--- src/rtl/sio_cfg_pkg.sv ---
package sio_cfg_pkg;
    typedef enum logic [1:0] {
        KEY_LOCKED = 2'd0,
        KEY_HALF   = 2'd1,
        KEY_OPEN   = 2'd2
    } key_state_e;

    localparam logic [7:0] KEY_ENTER   = 8'h87;
    localparam logic [7:0] KEY_EXIT    = 8'hAA;
    localparam logic [7:0] IDX_DEVSEL  = 8'h07;
    localparam logic [7:0] IDX_CHIP_HI = 8'h20;
    localparam logic [7:0] IDX_CHIP_LO = 8'h21;
    localparam logic [7:0] IDX_MFG_HI  = 8'h23;
    localparam logic [7:0] IDX_MFG_LO  = 8'h24;
    localparam logic [7:0] IDX_BASE_HI = 8'h60;
    localparam logic [7:0] IDX_BASE_LO = 8'h61;
    localparam logic [7:0] RD_CLOSED   = 8'hFF;
endpackage

--- src/rtl/sio_key_fsm.sv ---
module sio_key_fsm
    import sio_cfg_pkg::*;
(
    input  logic       clk,
    input  logic       rst_n,
    input  logic       idx_wr,
    input  logic [7:0] wdata,
    output logic       open_o
);
    key_state_e state_d, state_q;

    always_comb begin
        state_d = state_q;
        if (idx_wr) begin
            case (state_q)
                KEY_LOCKED: state_d = (wdata == KEY_ENTER) ? KEY_HALF : KEY_LOCKED;
                KEY_HALF:   state_d = (wdata == KEY_ENTER) ? KEY_OPEN : KEY_LOCKED;
                KEY_OPEN:   state_d = (wdata == KEY_EXIT)  ? KEY_LOCKED : KEY_OPEN;
                default:    state_d = KEY_LOCKED;
            endcase
        end
    end

    always_ff @(posedge clk or negedge rst_n) begin
        if (!rst_n) state_q <= KEY_LOCKED;
        else        state_q <= state_d;
    end

    assign open_o = (state_q == KEY_OPEN);


    enter_key_chk: assert property (@(posedge clk) disable iff (!rst_n)
        (state_q == KEY_HALF && idx_wr && wdata == KEY_ENTER) |=> open_o);


    exit_key_chk: assert property (@(posedge clk) disable iff (!rst_n)
        (open_o && idx_wr && wdata == KEY_EXIT) |=> (state_q == KEY_LOCKED));
endmodule

--- src/rtl/sio_base_bank.sv ---
module sio_base_bank #(
    parameter int          NUM_LDEV  = 8,
    parameter int          LDN_W     = 3,
    parameter int          HWM_LDN   = 4,
    parameter logic [15:0] BASE_DFLT = 16'h0290,
    parameter logic [15:0] BASE_STEP = 16'h0010
) (
    input  logic             clk,
    input  logic             rst_n,
    input  logic [LDN_W-1:0] sel,
    input  logic             wr_hi,
    input  logic             wr_lo,
    input  logic [7:0]       wdata,
    output logic [15:0]      sel_base,
    output logic [15:0]      hwm_base
);
    logic [15:0] bar_d [NUM_LDEV];
    logic [15:0] bar_q [NUM_LDEV];

    always_comb begin
        bar_d = bar_q;
        if (wr_hi) bar_d[sel][15:8] = wdata;
        if (wr_lo) bar_d[sel][7:0]  = wdata;
    end

    always_ff @(posedge clk or negedge rst_n) begin
        if (!rst_n) begin
            for (int i = 0; i < NUM_LDEV; i++)
                bar_q[i] <= BASE_DFLT + 16'(i) * BASE_STEP;
        end else begin
            bar_q <= bar_d;
        end
    end

    assign sel_base = bar_q[sel];
    assign hwm_base = bar_q[HWM_LDN];

    for (genvar g = 0; g < NUM_LDEV; g++) begin : g_dev

        other_dev_hold_chk: assert property (@(posedge clk) disable iff (!rst_n)
            ((wr_hi || wr_lo) && sel != LDN_W'(g)) |=> $stable(bar_q[g]));
    end
endmodule

--- src/rtl/sio_cfg_port.sv ---
module sio_cfg_port
    import sio_cfg_pkg::*;
#(
    parameter logic [15:0] CHIP_ID   = 16'h0541,
    parameter logic [15:0] MFG_ID    = 16'h1934,
    parameter int          NUM_LDEV  = 8,
    parameter int          HWM_LDN   = 4,
    parameter logic [15:0] BASE_DFLT = 16'h0290,
    parameter logic [15:0] BASE_STEP = 16'h0010
) (
    input  logic        clk,
    input  logic        rst_n,
    input  logic        acc_en,
    input  logic        acc_wr,
    input  logic        acc_off,
    input  logic [7:0]  acc_wdata,
    output logic [7:0]  acc_rdata,
    output logic        cfg_open,
    output logic [15:0] hwm_base
);
    localparam int LDN_W = (NUM_LDEV > 1) ? $clog2(NUM_LDEV) : 1;

    typedef struct packed {
        logic [7:0]       idx;
        logic [LDN_W-1:0] ldn;
    } cfg_regs_t;

    cfg_regs_t   regs_d, regs_q;
    logic        idx_wr, dat_wr;
    logic        bar_wr_hi, bar_wr_lo;
    logic [15:0] sel_base;

    assign idx_wr = acc_en && acc_wr && !acc_off;
    assign dat_wr = acc_en && acc_wr && acc_off && cfg_open;

    sio_key_fsm u_key (
        .clk    (clk),
        .rst_n  (rst_n),
        .idx_wr (idx_wr),
        .wdata  (acc_wdata),
        .open_o (cfg_open)
    );

    always_comb begin
        regs_d    = regs_q;
        bar_wr_hi = 1'b0;
        bar_wr_lo = 1'b0;
        if (cfg_open && idx_wr && acc_wdata != KEY_EXIT)
            regs_d.idx = acc_wdata;
        if (dat_wr) begin
            case (regs_q.idx)
                IDX_DEVSEL:  regs_d.ldn = acc_wdata[LDN_W-1:0];
                IDX_BASE_HI: bar_wr_hi  = 1'b1;
                IDX_BASE_LO: bar_wr_lo  = 1'b1;
                default:     ;
            endcase
        end
    end

    always_ff @(posedge clk or negedge rst_n) begin
        if (!rst_n) regs_q <= '0;
        else        regs_q <= regs_d;
    end

    sio_base_bank #(
        .NUM_LDEV  (NUM_LDEV),
        .LDN_W     (LDN_W),
        .HWM_LDN   (HWM_LDN),
        .BASE_DFLT (BASE_DFLT),
        .BASE_STEP (BASE_STEP)
    ) u_bank (
        .clk      (clk),
        .rst_n    (rst_n),
        .sel      (regs_q.ldn),
        .wr_hi    (bar_wr_hi),
        .wr_lo    (bar_wr_lo),
        .wdata    (acc_wdata),
        .sel_base (sel_base),
        .hwm_base (hwm_base)
    );

    always_comb begin
        if (!cfg_open) begin
            acc_rdata = RD_CLOSED;
        end else if (!acc_off) begin
            acc_rdata = regs_q.idx;
        end else begin
            case (regs_q.idx)
                IDX_DEVSEL:  acc_rdata = 8'(regs_q.ldn);
                IDX_CHIP_HI: acc_rdata = CHIP_ID[15:8];
                IDX_CHIP_LO: acc_rdata = CHIP_ID[7:0];
                IDX_MFG_HI:  acc_rdata = MFG_ID[15:8];
                IDX_MFG_LO:  acc_rdata = MFG_ID[7:0];
                IDX_BASE_HI: acc_rdata = sel_base[15:8];
                IDX_BASE_LO: acc_rdata = sel_base[7:0];
                default:     acc_rdata = 8'h00;
            endcase
        end
    end


    closed_write_chk: assert property (@(posedge clk) disable iff (!rst_n)
        (!cfg_open && acc_en && acc_wr && acc_off) |=> ($stable(hwm_base) && $stable(regs_q)));


    open_needs_key_chk: assert property (@(posedge clk) disable iff (!rst_n)
        $rose(cfg_open) |-> $past(idx_wr && acc_wdata == KEY_ENTER));
endmodule

--- config.mk ---
export PLATFORM = sky130hd
export DESIGN_NAME = sio_cfg_port
export DESIGN_NICKNAME = d
export VERILOG_FILES = /design/src/rtl/sio_cfg_pkg.sv /design/src/rtl/sio_key_fsm.sv /design/src/rtl/sio_base_bank.sv /design/src/rtl/sio_cfg_port.sv
export SDC_FILE = /design/constraint.sdc
export NUM_CORES = 1
export LEC_CHECK = 0
export CAP_MARGIN = 15
export CORE_UTILIZATION = 55
export DETAILED_ROUTE_END_ITERATION = 7
export PLACE_DENSITY_LB_ADDON = 0.25
export SYNTH_ARGS = -nofsm -noshare
export SYNTH_HDL_FRONTEND = slang
export SYNTH_SLANG_ARGS = --single-unit
--- constraint.sdc ---
create_clock -name clk -period 5.6 [get_ports clk]
set_input_delay 1.12 -clock clk [delete_from_list [all_inputs] [get_ports clk]]
set_output_delay 1.12 -clock clk [all_outputs]
set_load 0.1 [all_outputs]
# Yosys cells after proc, flatten, opt, wreduce, memory -nomap -nowiden
# Index checks and enable logic that the tools add are counted.
# op_classes
n_lt_le_gt_ge	2
n_eq_ne	12
n_mux	22
n_bitwise	1
reduce_logical	10
# ops
operator	count
$bwmux W128	2
$mux W128	2
$demux W16 S3	2
$pmux W8 S7	1
$bmux W16 S3	1
$mux W16	3
$eq A8 B6 Y1 const B	4
$mux W8	3
$eq A8 B7 Y1 const B	2
$eq A8 B8 Y1 const B	2
$eq A8 B3 Y1 const B	1
$ne A8 B8 Y1 const B	1
$logic_and A1 B1 Y1	7
$pmux W2 S3	1
$mux W1	5
$ge A4 B4 Y1 const B	1
$lt A4 B1 Y1 const B	1
$mux W2	2
$not A3 Y4	1
$eq A2 B1 Y1 const B	1
$eq A2 B2 Y1 const B	1
$logic_not A2 Y1	1
$reduce_and A2 Y1	1
$logic_not A1 Y1	1
# totals
register_bits	141
input_bits	13
output_inout_bits	25
elab_cells	58

# Longest topological paths before layout
# logic_depth
depth_word	9
depth_mapped	8

# Cells and area by module
# Synthesis repeated with hierarchy kept, for this count alone.
# hier_totals
cells_unflattened	474
hier_area_um2	7104.3
# by_module_without_submodules
module	instances	cells_each	area_per_inst_um2	seq_area_each_um2
sio_base_bank	1	365	6080.8	3238.1
sio_cfg_port	1	97	878.3	275.3
sio_key_fsm	1	12	145.1	50.0

# Worst setup path before layout
# Ideal clock, no wire load.
# synth_timing
path_kind	register -> output
startpoint	reg regs_q[5]
endpoint	out acc_rdata[6]
t_arrival_ns	3.188
required_time_ns	4.480
slack_ns	1.292
stages_incl_launch_ff	6
path_buffers	1
path_cell_list	dfrtp_1 buf_6 or4b_1 nor2_1 a311oi_1 a31oi_1
# synth_via
elab_chain_len	4
word_cells_on_any_way	10
# synth_rtl
element	line_no	rtl
start, declared	sio_cfg_port.sv:28	cfg_regs_t regs_d, regs_q;
start signal, assigned	sio_cfg_port.sv:62	else regs_q <= regs_d;
$eq A8 B7 Y1, or another cell as far along	sio_cfg_port.sv:88	case (regs_q.idx)
$pmux W8 S7 *	sio_cfg_port.sv:88	
$mux W8 *	sio_cfg_port.sv:85	end else if (!acc_off) begin
$mux W8 *	sio_cfg_port.sv:83	if (!cfg_open) begin
end, declared	sio_cfg_port.sv:17	output logic [7:0] acc_rdata,
# Mark *: on every way between the ends. The rest lies on a longest branch, timed or not.

# Worst setup path in the final report
# layout_timing
startpoint	reg regs_q[0]
endpoint	out acc_rdata[2]
# layout_via
elab_chain_len	7
# layout_rtl
element	line_no	rtl
$not A3 Y4 (implied by the code)	sio_base_bank.sv:35	assign sel_base = bar_q[sel];
$bmux W16 S3	sio_base_bank.sv:35	
$mux W16 (implied by the code) (2 in series)	sio_base_bank.sv:35	
$pmux W8 S7	sio_cfg_port.sv:88	
$mux W8	sio_cfg_port.sv:85	
$mux W8	sio_cfg_port.sv:83	
# No other way between the ends. The select of a mux whose other input is x is not followed.

==> results.md <==
* Crit share post-route at 84.9%
* Synth Warn # at 0
* Hold-fix buffers, CTS at 0
* Post-synth EDFFs at 0
* Clk Latency, worst-skew pair at 430 ps
* Clock Pin Slew Worst Setup and Hold Paths at 60 ps
* Final Max Slew Viols at 0
* Area growth, synth to finish at 13.6%
* Slew @ Worst Pin at 1070 ps
* Most common flop cell mapped by yosys: dfrtp_1
* CP max FO at 28
* First-pass GRT wire length at 27000 um
* VDD IR-drop max at 0.406 mV
* Largest net degree at the start of global routing at 107
* TritonCTS clock tree: done
* Core ar. at 12200 sq um
* Placed cell area at 7360 sq um
* Net Sw Frac at 21.5%
* Setup Fix Bufs, Post-CTS at 0
* LEAKAGE at 3.55 nW
* Post-synthesis sequential area ratio at 50.8%
* Post-DP HPWL at 11100 um
* Upper clock frequency limit at 0.210 GHz
* Initial antenna violation count at 0
* Number of I/O pins at 38
* Yosys cell types at 56
* RePlAce Congestion at 0.958
* WP data arrival at 3630 ps
* Pwr dens at 279 nW/um^2
* Num Clock Sinks at 141
* Final instance area at 7970 sq um
* Vias in the first global route at 4583
* Worst min path class: flop to flop
* Final min period at 4750 ps
* Post-synthesis sequential element count at 141
* Port Buffers at 37
* Comb pwr share at 2.3%
* Yosys top cell by area: dfrtp_1
* RSZ-0062 raised after global routing: no
* Synthesized area per cell at 13.8 sq um
* CTS H-tree lvls at 4
* CP startpoint kind: flop
* Die width at 115 um
* WL final at 17000 um
* Outcome: finished, final reports clean
* Required @ worst endpoint at 4480 ps
* Sequential share of power at 45.8%
* Dominant cells by area after synthesis: dfrtp_1, mux2_2, dfstp_2
* Critical path type: flop to output port
* Synth Cell Area at 7020 sq um
* Initial DRC Count at 325
* Die Y at 115 um
* Async set-reset flop share out of synthesis at 100%
* Tot GR Track Use at 28.6%
* 1st-pass router iterations at 5
* Maximum clock skew at final layout at 7.74 ps
* Final net count at 538
* Initial core utilization at 57.4%
* Share of cells above drive strength 1 at 48.1%
* Worst setup EP type: output port
* R2R Setup Slk at 2650 ps
* Total gr overflow at 0
* CTS root buf: clkbuf_16
* Routed WL per cell at 24.1 um
* Setup crit start: regs_q[0]$_DFFE_PN0P_
* Site row count at 40
* Num CTS Buffers at 17
* Cell internal pwr at 1.75 mW
* Max cap viols at 0
* Syn_nets at 521
* Max Root-Sink Buffers at 2
* Clock power share at 51.9%
* CTS resizes at 0
* Die Footprint at 13200 sq um
* Setup tns final at 0 ps
* End point of the critical path: acc_rdata[2]
* Vias at 4422
* R2R depth at 4
* Worst reg2reg path startpoint: regs_q[0]$_DFFE_PN0P_
* Vias per cell at 6.26
* Net Sw Power at 479 uW
* Crit Reg-Reg Endpoint: u_bank.bar_q[0]$_DFFE_PN0P_
* Detail Route Antenna Nets at 0
* Slew HR at 28.0%
* Synth top area share at 40.3%
* Post-route DRC at 0
* Hold path startpoint: u_bank.bar_q[109]$_DFFE_PN0P_
* Final setup vio count at 0
* Final Hold Viols at 0
* Antenna cells at 0
* Post-Synthesis Cells at 508
[synthesized netlist by cell type (3+ instances only)]
cell type    n
nor2_1      24
or3_1        3
mux4_2      23
nand2_1     24
a41oi_1      3
buf_4       19
a21oi_1      8
a211oi_1     3
a31oi_1      3
mux2i_1     12
buf_2        6
dfrtp_1    113
buf_1        3
dfstp_2     28
mux2_4       8
buf_6        3
mux2_2     139
nor2_2       6
nor3_1       4
nor4b_1      3
o22a_1       3
inv_1        6
a2111oi_0    3
nand3_1      7
nor2b_1      4
clkbuf_1    15
[state kept, by name, summed over array words and instances, names as in the netlist]
name             cells
u_bank.bar_q       112
u_key.state_q        2
regs_q              11
u_bank.hwm_base     16
[worst min-delay path by stage]
stage	end	slack [ps]	depth (start not counted)
floorplan	u_bank.bar_q[26]$_DFFE_PN0P_	470	1
global placement	u_bank.bar_q[81]$_DFFE_PN0P_	480	1
detailed placement	u_bank.bar_q[26]$_DFFE_PN0P_	490	1
CTS	u_bank.bar_q[16]$_DFFE_PN0P_	510	1
global route	u_bank.bar_q[122]$_DFFE_PN0P_	520	1
finish	u_bank.bar_q[109]$_DFFE_PN0P_	500	1
[cell families (layout without fill, tap and decap cells)]
kind of cell	count (synthesis)	after routing	share of synthesized area, %
AND/OR/NAND/NOR	92	92	7.37
multiplexers	182	182	33.1
flip-flops	141	141	50.8
buffers and inverters	52	82	4.23
AO/OA/AOI/OAI	41	41	4.50
[power groups by stage]
stage | sequential, mW | combinational [mW] | clock [mW]
global placement | 1.04 | 0.0504 | 0
global route | 1.02 | 0.0572 | 1.22
detailed placement | 1.04 | 0.0518 | 0
finish | 1.02 | 0.0514 | 1.15
CTS | 1.02 | 0.0522 | 1.17
floorplan | 1.04 | 0.0124 | 0
[layer usage]
| layer | vias up | global-route usage (%) | routed length, um |
|---|---|---|---|
| li1 | 1906 | - | - |
| met1 | 2339 | 39.2 | 7450 |
| met2 | 150 | 44.5 | 8230 |
| met3 | 27 | 7.33 | 996 |
| met4 | 0 | 9.70 | 327 |
| met5 | - | 0 | 0 |
[critical path, cell delays in order (launching register included)]
cell,delay [ps]
dfrtp_2,970
buf_4,400
inv_1,180
a32o_1,280
o31a_1,230
a2111oi_0,750
a21oi_1,100
buf_4,280
[cell usage in the layout (no fill, tap or decap), drive strengths merged, types with 9 or more instances in the layout]
cell,n
dfrtp,113
dfstp,28
inv,9
clkdlybuf4s50,29
clkbuf,20
mux4,23
nand2,26
mux2i,12
buf,15
nor2,30
mux2,147
[through the flow]
step	power, mW	cells	hold WS (ps)	setup WS, ps	util (%)
after floorplan	1.05	508	473	1290	-
after global placement	1.09	674	482	1060	60.3
after detailed placement	1.09	674	491	1050	60.3
after CTS	2.25	706	505	879	65.2
after global routing	2.30	706	519	726	65.2
final	2.23	706	501	846	65.2
[cell type report]
cell class | count | area (sq um)
Fill cell | 953 | 4250
Timing Repair Buffer | 44 | 407
Multi-Input combinational cell | 315 | 3160
Sequential cell | 141 | 3560
Clock inverter | 12 | 160
Clock buffer | 20 | 447
Inverter | 6 | 22.5
Tap cell | 168 | 210
Note: power is estimated with default switching activity, not from simulation.
